==> src/rtl/opaddr_pkg.sv <==
package opaddr_pkg;

    typedef enum logic [2:0] {
        MODE_ABS  = 3'd0,
        MODE_REG  = 3'd1,
        MODE_DISP = 3'd2,
        MODE_IDX  = 3'd3,
        MODE_MIND = 3'd4,
        MODE_AINC = 3'd5,
        MODE_ADEC = 3'd6,
        MODE_RSVD = 3'd7
    } am_mode_e;

    localparam int unsigned MODE_W = 3;

endpackage

==> src/rtl/opaddr_ea_sel.sv <==
// Single-cycle address forming for every mode that needs no memory fetch.
module opaddr_ea_sel
    import opaddr_pkg::*;
#(
    parameter int unsigned AW = 32
) (
    input  am_mode_e          mode,
    input  logic [AW-1:0]     imm,
    input  logic [AW-1:0]     base,
    input  logic [AW-1:0]     index,
    output logic [AW-1:0]     ea,
    output logic              direct
);

    logic [AW-1:0] addend_a;
    logic [AW-1:0] addend_b;

    // One shared adder; each mode selects what feeds it.
    always_comb begin
        addend_a = base;
        addend_b = '0;
        direct   = 1'b1;
        unique case (mode)
            MODE_ABS:  begin addend_a = imm;  addend_b = '0;    end
            MODE_REG:  begin addend_a = base; addend_b = '0;    end
            MODE_DISP: begin addend_a = base; addend_b = imm;   end
            MODE_IDX:  begin addend_a = base; addend_b = index; end
            MODE_AINC,
            MODE_ADEC: begin addend_a = base; addend_b = '0;    end
            default:   begin direct = 1'b0;                     end
        endcase
    end

    assign ea = addend_a + addend_b;

endmodule

==> src/rtl/opaddr_wb_gen.sv <==
// Base register side effect for the post-step modes.
module opaddr_wb_gen
    import opaddr_pkg::*;
#(
    parameter int unsigned AW   = 32,
    parameter int unsigned STEP = 4
) (
    input  am_mode_e          mode,
    input  logic [AW-1:0]     base,
    output logic              wb_en,
    output logic [AW-1:0]     wb_val
);

    localparam logic [AW-1:0] STEP_V = AW'(STEP);

    always_comb begin
        wb_en  = 1'b0;
        wb_val = base;
        if (mode == MODE_AINC) begin
            wb_en  = 1'b1;
            wb_val = base + STEP_V;
        end else if (mode == MODE_ADEC) begin
            wb_en  = 1'b1;
            wb_val = base - STEP_V;
        end
    end

endmodule

==> src/rtl/opaddr_gen.sv <==
module opaddr_gen
    import opaddr_pkg::*;
#(
    parameter int unsigned AW   = 32,
    parameter int unsigned RW   = 5,
    parameter int unsigned STEP = 4
) (
    input  logic              clk,
    input  logic              rst_n,
    input  logic              req_valid,
    input  logic [2:0]        req_mode,
    input  logic [AW-1:0]     req_imm,
    input  logic [AW-1:0]     req_base,
    input  logic [AW-1:0]     req_index,
    input  logic [RW-1:0]     req_breg,
    output logic              mem_rd_req,
    output logic [AW-1:0]     mem_rd_addr,
    input  logic              mem_rd_valid,
    input  logic [AW-1:0]     mem_rd_data,
    output logic              busy,
    output logic              ea_valid,
    output logic [AW-1:0]     ea_addr,
    output logic              wb_valid,
    output logic [RW-1:0]     wb_reg,
    output logic [AW-1:0]     wb_data
);

    typedef struct packed {
        logic          busy;
        logic          rd_req;
        logic [AW-1:0] rd_addr;
        logic          ea_vld;
        logic [AW-1:0] ea;
        logic          wb_vld;
        logic [RW-1:0] wb_reg;
        logic [AW-1:0] wb_val;
    } state_t;

    state_t st_d, st_q;

    am_mode_e      mode_c;
    logic [AW-1:0] ea_c;
    logic          direct_c;
    logic          wb_en_c;
    logic [AW-1:0] wb_val_c;

    assign mode_c = am_mode_e'(req_mode);

    opaddr_ea_sel #(.AW(AW)) u_ea_sel (
        .mode   (mode_c),
        .imm    (req_imm),
        .base   (req_base),
        .index  (req_index),
        .ea     (ea_c),
        .direct (direct_c)
    );

    opaddr_wb_gen #(.AW(AW), .STEP(STEP)) u_wb_gen (
        .mode   (mode_c),
        .base   (req_base),
        .wb_en  (wb_en_c),
        .wb_val (wb_val_c)
    );

    always_comb begin
        st_d        = st_q;
        st_d.rd_req = 1'b0;
        st_d.ea_vld = 1'b0;
        st_d.wb_vld = 1'b0;
        if (st_q.busy) begin
            // Waiting for the pointer word; new requests are dropped.
            if (mem_rd_valid) begin
                st_d.busy   = 1'b0;
                st_d.ea_vld = 1'b1;
                st_d.ea     = mem_rd_data;
            end
        end else if (req_valid) begin
            if (mode_c == MODE_MIND) begin
                st_d.busy    = 1'b1;
                st_d.rd_req  = 1'b1;
                st_d.rd_addr = req_base;
            end else if (direct_c) begin
                st_d.ea_vld = 1'b1;
                st_d.ea     = ea_c;
                st_d.wb_vld = wb_en_c;
                st_d.wb_reg = req_breg;
                st_d.wb_val = wb_val_c;
            end
        end
    end

    always_ff @(posedge clk) begin
        if (!rst_n) begin
            st_q <= '0;
        end else begin
            st_q <= st_d;
        end
    end

    assign mem_rd_req  = st_q.rd_req;
    assign mem_rd_addr = st_q.rd_addr;
    assign busy        = st_q.busy;
    assign ea_valid    = st_q.ea_vld;
    assign ea_addr     = st_q.ea;
    assign wb_valid    = st_q.wb_vld;
    assign wb_reg      = st_q.wb_reg;
    assign wb_data     = st_q.wb_val;

endmodule

==> config.mk <==
export PLATFORM = sky130hd
export DESIGN_NAME = opaddr_gen
export DESIGN_NICKNAME = d
export VERILOG_FILES = /design/src/rtl/opaddr_pkg.sv /design/src/rtl/opaddr_ea_sel.sv /design/src/rtl/opaddr_wb_gen.sv /design/src/rtl/opaddr_gen.sv
export SDC_FILE = /design/constraint.sdc
export NUM_CORES = 1
export LEC_CHECK = 0
export ABC_AREA = 1
export BUFFER_PORTS_ARGS = -buffer_cell sky130_fd_sc_hd__buf_2
export CORE_MARGIN = 10
export CORE_UTILIZATION = 55
export CTS_BUF_LIST = sky130_fd_sc_hd__clkbuf_4 sky130_fd_sc_hd__clkbuf_8
export CTS_CLUSTER_DIAMETER = 60
export CTS_CLUSTER_SIZE = 16
export DETAILED_ROUTE_END_ITERATION = 8
export GPL_ROUTABILITY_DRIVEN = 1
export PLACE_DENSITY = 0.87
export RECOVER_POWER = 25
export SLEW_MARGIN = 5
export SYNTH_ARGS = -nofsm -noshare
export SYNTH_HDL_FRONTEND = slang
export SYNTH_HIERARCHICAL = 1
export SYNTH_SLANG_ARGS = --single-unit
==> constraint.sdc <==
create_clock -name clk -period 3.4 [get_ports clk]
set_input_delay 0.34 -clock clk [delete_from_list [all_inputs] [get_ports clk]]
set_output_delay 0.34 -clock clk [all_outputs]
set_load 0.05 [all_outputs]
# After elaboration in Yosys (flattened, before gate mapping)

Index checks and enable logic that the tools add are counted.

$add $sub $neg: 3
$mul: 0
Div/mod/pow operators: 0
$lt $le $gt $ge: 0
Equal/unequal tests: 8
Shift-type cells: 0
Muxes and demuxes: 15
Bitwise logic cells: 5
Reductions and logical operators: 9

Operators with widths:

| kind                  | number |
|---|---|
| $mux 71               | 2 |
| $mux 105              | 1 |
| $mux 32               | 3 |
| $mux 33               | 2 |
| $pmux 32 s2           | 1 |
| $mux 34               | 1 |
| $add 32x3->32 const B | 1 |
| $add 32x32->32        | 1 |
| $sub 32x3->32 const B | 1 |
| $eq 3x3->1 const B    | 3 |
| $reduce_and 4->1      | 2 |
| $eq 3x2->1 const B    | 2 |
| $reduce_or 6->1       | 1 |
| $mux 1                | 5 |
| $not 1->1             | 5 |
| $reduce_or 5->1       | 1 |
| $ne 2x2->1 const B    | 2 |
| $reduce_bool 2->1     | 2 |
| $eq 3x1->1 const B    | 1 |
| $logic_not 3->1       | 1 |
| $reduce_and 3->1      | 1 |
| $reduce_or 3->1       | 1 |

Bits in registers: 105
Latch bits: 0
RAM bits: 0
Memory bits (read-only): 0
Input port bits: 140
Output and inout port bits: 105
Word-level logic and storage cells: 48
Memories: 0

# Logic depth before layout (Yosys ltp)

Depth in word-level cells: 7
Depth in mapped cells: 21
Gate-level depth less buffers: 20

# Cells and area by module

Netlist, hierarchy kept.

Modules (own cells, without submodules):

| module        | times used | cells an instance | area an instance (um2) | seq. area each (um2) |
|---|---|---|---|---|
| opaddr_gen    | 1          | 565               | 4222.8                 | 2102.0 |
| opaddr_ea_sel | 1          | 682               | 3155.5                 | 0.0 |
| opaddr_wb_gen | 1          | 315               | 1567.8                 | 0.0 |

# Worst setup path before layout

No wires, ideal clock.

Kind: input to register
Start point: input port req_mode[1]
End point: register st_q, in the netlist ea_addr[20]
Setup time: 0.132 ns
Arrival: 2.458 ns
Slack: 0.810 ns
Cell stages on the path: 21
Path buffers: 1
Cell sequence: nor2_1 > nand2_2 > clkbuf_1 > nand2_1 > o21ai_0 > ha_1 > fa_1 > nand3_1 > nand3_1 > nand2_1 > nand2_2 > nand2_1 > nand2_2 > nand2_1 > nand2_1 > nand2_1 > nand2_1 > nand3_1 > nand2_1 > inv_1 > a21oi_1

Longest elaborated chain between the ends: 7
Elaborated cells between the ends (all ways): 19
Classes of those cells: add/sub (1); eq/ne (7); mux (7); reduce/logical (4)

RTL lines:

| item                                                 | RTL line            | text |
|---|---|---|
| from (decl)                                          | opaddr_gen.sv:11    | `input logic [2:0] req_mode,` |
| $eq 3x2->1 / $logic_not 3->1 (equally long branches) | opaddr_ea_sel.sv:23 | `unique case (mode)` |
| $pmux 32 s2 / $mux 32 (equally long branches)        | opaddr_ea_sel.sv:23 |  |
| $add 32x32->32 *                                     | opaddr_ea_sel.sv:34 | `assign ea = addend_a + addend_b;` |
| net ea_c[20]                                         | opaddr_gen.sv:42    | `logic [AW-1:0] ea_c;` |
| $mux 71 *                                            | opaddr_gen.sv:82    | `end else if (direct_c) begin` |
| $mux 71 *                                            | opaddr_gen.sv:78    | `if (mode_c == MODE_MIND) begin` |
| $mux 105 *                                           | opaddr_gen.sv:77    | `end else if (req_valid) begin` |
| $mux 33 *                                            | opaddr_gen.sv:70    | `if (st_q.busy) begin` |
| to (signal assigned)                                 | opaddr_gen.sv:96    | `st_q <= st_d;` |
| to (decl)                                            | opaddr_gen.sv:39    | `state_t st_d, st_q;` |

The timed path passes the listed nets; every way through them passes the cells marked *. The select of a mux whose other input is x is not followed.
A chain may end at the register's enable or synchronous reset.

# Worst setup path in the final report

Start point: input port req_mode[2]
End point: register st_q, in the netlist ea_addr[21]

The elaborated chain is that of the path after synthesis.

==> flow_results.xml <==
<?xml version="1.0" encoding="UTF-8"?>
<metrics>
  <group name="critical_path">
    <metric name="criticalPathCategory" unit="">primary input to flip-flop</metric>
    <metric name="cpLargestDelayFamily" unit="">simple AND/OR/NAND/NOR gates</metric>
    <metric name="crit_path_max_incr_delay" unit="ns">0.34</metric>
    <metric name="crit_path_frequent_cell" unit="">sky130_fd_sc_hd__nand2_1</metric>
    <metric name="critPathArrivalTime" unit="ns">3.03</metric>
    <metric name="critPathCaptureType" unit="">flip-flop</metric>
    <metric name="crit_path_cell_trace" unit="">buf_2 &gt; inv_2 &gt; nand3b_1 &gt; buf_12 &gt; o21ai_0 &gt; ha_1 &gt; nand2_1 &gt; inv_1 &gt; nand2_1 &gt; inv_1 &gt; a21oi_1 &gt; nand2_1 &gt; nand2_1 &gt; nand3_1 &gt; nand2_1 &gt; nand3_1 &gt; nand2_1 &gt; inv_1 &gt; a21oi_1</metric>
    <metric name="critical_path_required" unit="ns">3.75</metric>
    <metric name="timing.critical_path.fanout_max" unit="">17</metric>
    <metric name="timing.critical_path.slowest_stage_cell" unit="">sky130_fd_sc_hd__ha_1</metric>
    <metric name="crit_path_start_kind" unit="">primary input</metric>
    <metric name="critPathBufInv" unit="">6</metric>
  </group>
  <group name="die">
    <metric name="ioPinCount" unit="">245</metric>
    <metric name="rows" unit="">46</metric>
    <metric name="dieArea" unit="sq um">21800</metric>
    <metric name="dieHeight" unit="microns">148</metric>
    <metric name="floorplan.die.width" unit="microns">148</metric>
    <metric name="core_area" unit="sq um">15900</metric>
    <metric name="initial_core_util" unit="%">56.3</metric>
  </group>
  <group name="run_status">
    <metric name="result_of_the_run" unit="">finished clean</metric>
  </group>
  <group name="drt">
    <metric name="drc" unit="">0</metric>
    <metric name="detailed_route_wire_length_per_cell" unit="microns">16.6</metric>
    <metric name="route.vias.total" unit="">10862</metric>
    <metric name="drtPass1Iterations" unit="">5</metric>
    <metric name="routed_wirelength" unit="microns">33100</metric>
    <metric name="drtAntennaViolNets" unit="">0</metric>
    <metric name="drt_iter0_drc" unit="">1052</metric>
    <metric name="post_drt_via_cell_ratio" unit="">5.45</metric>
  </group>
  <group name="clocking">
    <metric name="cts_made_buffers" unit="">9</metric>
    <metric name="clock_latency_at_the_later_pin_of_the_worst_skew_pair" unit="ns">0.40</metric>
    <metric name="cts_repair_resize_count" unit="">0</metric>
    <metric name="clock_tree.root_cell" unit="">sky130_fd_sc_hd__clkbuf_8</metric>
    <metric name="postCtsSetupRepairBufs" unit="">0</metric>
    <metric name="clock_sink_count" unit="">105</metric>
    <metric name="cts_max_level" unit="">3</metric>
    <metric name="hold_fix_buffers_cts" unit="">0</metric>
    <metric name="cts_tree" unit="">done</metric>
    <metric name="cts-root-to-sink-buffers" unit="">2</metric>
    <metric name="worst_setup_hold_path_clk_slew" unit="ns">0.12</metric>
  </group>
  <group name="logic_synthesis">
    <metric name="portion_of_the_post_synthesis_area_used_by_sequential_elements" unit="%">23.5</metric>
    <metric name="ys_types" unit="">42</metric>
    <metric name="post_synth.cell_area_avg" unit="sq um">5.73</metric>
    <metric name="warnings_synthesis" unit="">6</metric>
    <metric name="post_synth_design_cell_area" unit="sq um">8950</metric>
    <metric name="post_synth_xor_area_fraction" unit="%">3.23</metric>
    <metric name="mappedNetlistNets" unit="">1736</metric>
    <metric name="synth-simple-area-share" unit="%">38.6</metric>
    <metric name="synth_adder_area_share" unit="%">4.84</metric>
    <metric name="post_synthesis_cells" unit="">1562</metric>
    <metric name="synth-compound-area-share" unit="%">14.6</metric>
    <metric name="synth_enable_flop_cells" unit="">0</metric>
    <metric name="fraction_of_post_synthesis_cell_area_in_the_top_cell_type_by_area" unit="%">23.5</metric>
    <metric name="ys_seq_elements" unit="">105</metric>
    <metric name="synth.top_cells.by_area" unit="">sky130_fd_sc_hd__dfxtp_1 23%, sky130_fd_sc_hd__nand2_1 20%, sky130_fd_sc_hd__inv_1 11%, sky130_fd_sc_hd__nand3_1 11%, sky130_fd_sc_hd__a21oi_1 7.0%</metric>
    <metric name="async_reset_ff_share" unit="%">0</metric>
    <metric name="synth_mux_area_share" unit="%">0</metric>
    <metric name="synth_flop_cell" unit="">sky130_fd_sc_hd__dfxtp_1</metric>
    <metric name="synth.largest_area_cell" unit="">sky130_fd_sc_hd__dfxtp_1</metric>
    <metric name="synth_commonest_cells" unit="">466 x sky130_fd_sc_hd__nand2_1, 257 x sky130_fd_sc_hd__inv_1, 190 x sky130_fd_sc_hd__nand3_1, 126 x sky130_fd_sc_hd__a21oi_1, 105 x sky130_fd_sc_hd__dfxtp_1</metric>
    <metric name="synth_top_family_by_area" unit="">simple AND/OR/NAND/NOR gates</metric>
    <metric name="yosysMostFrequentCell" unit="">sky130_fd_sc_hd__nand2_1</metric>
  </group>
  <group name="power_and_ir_drop">
    <metric name="total_leakage_power" unit="nW">5.62</metric>
    <metric name="power_density" unit="nW/um^2">331</metric>
    <metric name="max-vdd-ir-drop" unit="uV">266</metric>
  </group>
  <group name="grt">
    <metric name="grt_max_degree" unit="">70</metric>
    <metric name="grt.total_usage" unit="%">29.1</metric>
    <metric name="grt_pass1_vias" unit="">10412</metric>
    <metric name="antenna_violations_before_repair" unit="">0</metric>
    <metric name="grt_overflow" unit="">0</metric>
    <metric name="first_pass_grt_wire_length" unit="microns">52300</metric>
  </group>
  <group name="timing">
    <metric name="rsz_0062_raised_after_global_routing" unit="">false</metric>
    <metric name="clock_skew" unit="ns">0.0207</metric>
    <metric name="number_of_slew_limit_violations_in_the_final_report" unit="">0</metric>
    <metric name="timing.final.crit_share" unit="%">79.0</metric>
    <metric name="fmaxAchievable" unit="GHz">0.372</metric>
    <metric name="max_slew_margin" unit="%">37.9</metric>
    <metric name="worst_slack_on_hold_paths" unit="ns">0.191</metric>
    <metric name="hold_violations" unit="">0</metric>
    <metric name="period_needed" unit="ns">2.69</metric>
    <metric name="timing.final.setup_violations" unit="">0</metric>
    <metric name="worst_pin_slew" unit="ns">0.931</metric>
    <metric name="fin_setup_tns" unit="ns">0</metric>
  </group>
  <group name="final_layout">
    <metric name="area_taken_by_multi_input_logic_gates" unit="sq um">5490</metric>
    <metric name="layout_cells_sized_above_1" unit="%">15.1</metric>
    <metric name="register_area" unit="sq um">2100</metric>
    <metric name="final.fill_count" unit="">1599</metric>
    <metric name="final_net_count" unit="">1946</metric>
    <metric name="syn_to_final_growth" unit="%">16.4</metric>
  </group>
  <group name="placement">
    <metric name="port_buffers" unit="">244</metric>
    <metric name="detailed_place_hpwl" unit="microns">26400</metric>
    <metric name="routability_cong" unit="">0.990</metric>
  </group>
  <group name="worst_hold_path">
    <metric name="worstHoldPathType" unit="">primary input to flip-flop</metric>
  </group>
  <group name="run">
    <metric name="max_cap_violations" unit="">0</metric>
  </group>
</metrics>
==> worst paths after layout <==
check                                                    end  slack, ns  cells after the start                          from
worst min-delay path                  wb_reg[0]$_SDFFE_PN0P_       0.19                      3                   req_breg[0]
worst min register to register  mem_rd_addr[25]$_SDFFE_PN0P_       0.45                      2  mem_rd_addr[25]$_SDFFE_PN0P_
worst max-delay path                ea_addr[21]$_SDFFE_PN0P_       0.71                     19                   req_mode[2]
worst max register to register  mem_rd_addr[19]$_SDFFE_PN0P_       1.56                      5               busy$_SDFF_PN0_
==> area by class of cell <==
type                       instances  area share [%]
antenna                            1          0.0240
clock buffer                       9            1.19
clock inverter                     7           0.697
inverter                         263            9.50
multi-input combinational       1126            52.7
sequential                       105            20.2
tap                              216            2.59
timing repair buffer             267            13.1
==> layout by cell type (no fill, tap or decap), types with 2 or more instances in the layout <==
cell / count
sky130_fd_sc_hd__inv_2: 4
sky130_fd_sc_hd__nor2_2: 4
sky130_fd_sc_hd__clkinv_8: 2
sky130_fd_sc_hd__nand2_2: 11
sky130_fd_sc_hd__nor2_1: 89
sky130_fd_sc_hd__o21bai_1: 2
sky130_fd_sc_hd__o31ai_1: 3
sky130_fd_sc_hd__o21ai_0: 96
sky130_fd_sc_hd__o21ai_1: 15
sky130_fd_sc_hd__nand2_1: 466
sky130_fd_sc_hd__nand3_2: 4
sky130_fd_sc_hd__inv_6: 3
sky130_fd_sc_hd__buf_12: 3
sky130_fd_sc_hd__o22ai_1: 2
sky130_fd_sc_hd__or2_1: 2
sky130_fd_sc_hd__ha_1: 33
sky130_fd_sc_hd__inv_1: 258
sky130_fd_sc_hd__clkbuf_1: 50
sky130_fd_sc_hd__nor2_4: 5
sky130_fd_sc_hd__clkbuf_8: 9
sky130_fd_sc_hd__a31oi_1: 2
sky130_fd_sc_hd__buf_2: 194
sky130_fd_sc_hd__dfxtp_1: 105
sky130_fd_sc_hd__nand4_1: 17
sky130_fd_sc_hd__nor3_1: 13
sky130_fd_sc_hd__xor2_1: 32
sky130_fd_sc_hd__a21oi_1: 126
sky130_fd_sc_hd__nand3_1: 190
sky130_fd_sc_hd__buf_4: 20
==> metal layers <==
metal  GRT usage (%)  wire [microns]  vias up  part of all wire, %
li1                -               -     5350                    -
met1            33.0           12700     4887                   38
met2            49.9           15900      514                   48
met3            5.43            2540      111                  7.7
met4            17.2            1910        0                  5.8
met5               0               0        -                    0
==> power breakdown <==
part           internal (mW)  leakage (nW)  switching [mW]  total, mW
combinational          0.370          4.66           0.952       1.32
sequential              1.31         0.858          0.0374       1.35
clock                  0.287         0.100           0.497      0.784
total                   1.96          5.62            1.49       3.45
==> logic make-up after synthesis <==
logic type,after synthesis
flip-flops,105
AO/OA/AOI/OAI,252
XOR/XNOR,33
AND/OR/NAND/NOR,807
adder cells (fa/ha/maj),34
buffers and inverters,331
==> stage by stage <==
step	cells	setup slack, ns	cell area [sq um]	util (%)	total power [mW]
final	1994	0.714	10400	65.6	3.45
after global routing	1993	0.458	10400	65.6	3.63
after CTS	1993	0.753	10500	65.9	3.45
after detailed placement	1977	0.351	10300	64.7	2.68
after global placement	1977	0.409	10300	64.7	2.67
after floorplan	1562	0.810	8950	-	2.27
==> worst reg2reg max path: stages, from the launching register on <==
cell and delay (ns):
sky130_fd_sc_hd__dfxtp_1 0.35, sky130_fd_sc_hd__inv_1 0.17, sky130_fd_sc_hd__nand4_1 0.46, sky130_fd_sc_hd__buf_4 0.40, sky130_fd_sc_hd__o21ai_0 0.28, sky130_fd_sc_hd__a21oi_1 0.07
No activity file was read; power rests on OpenSTA's default activity.
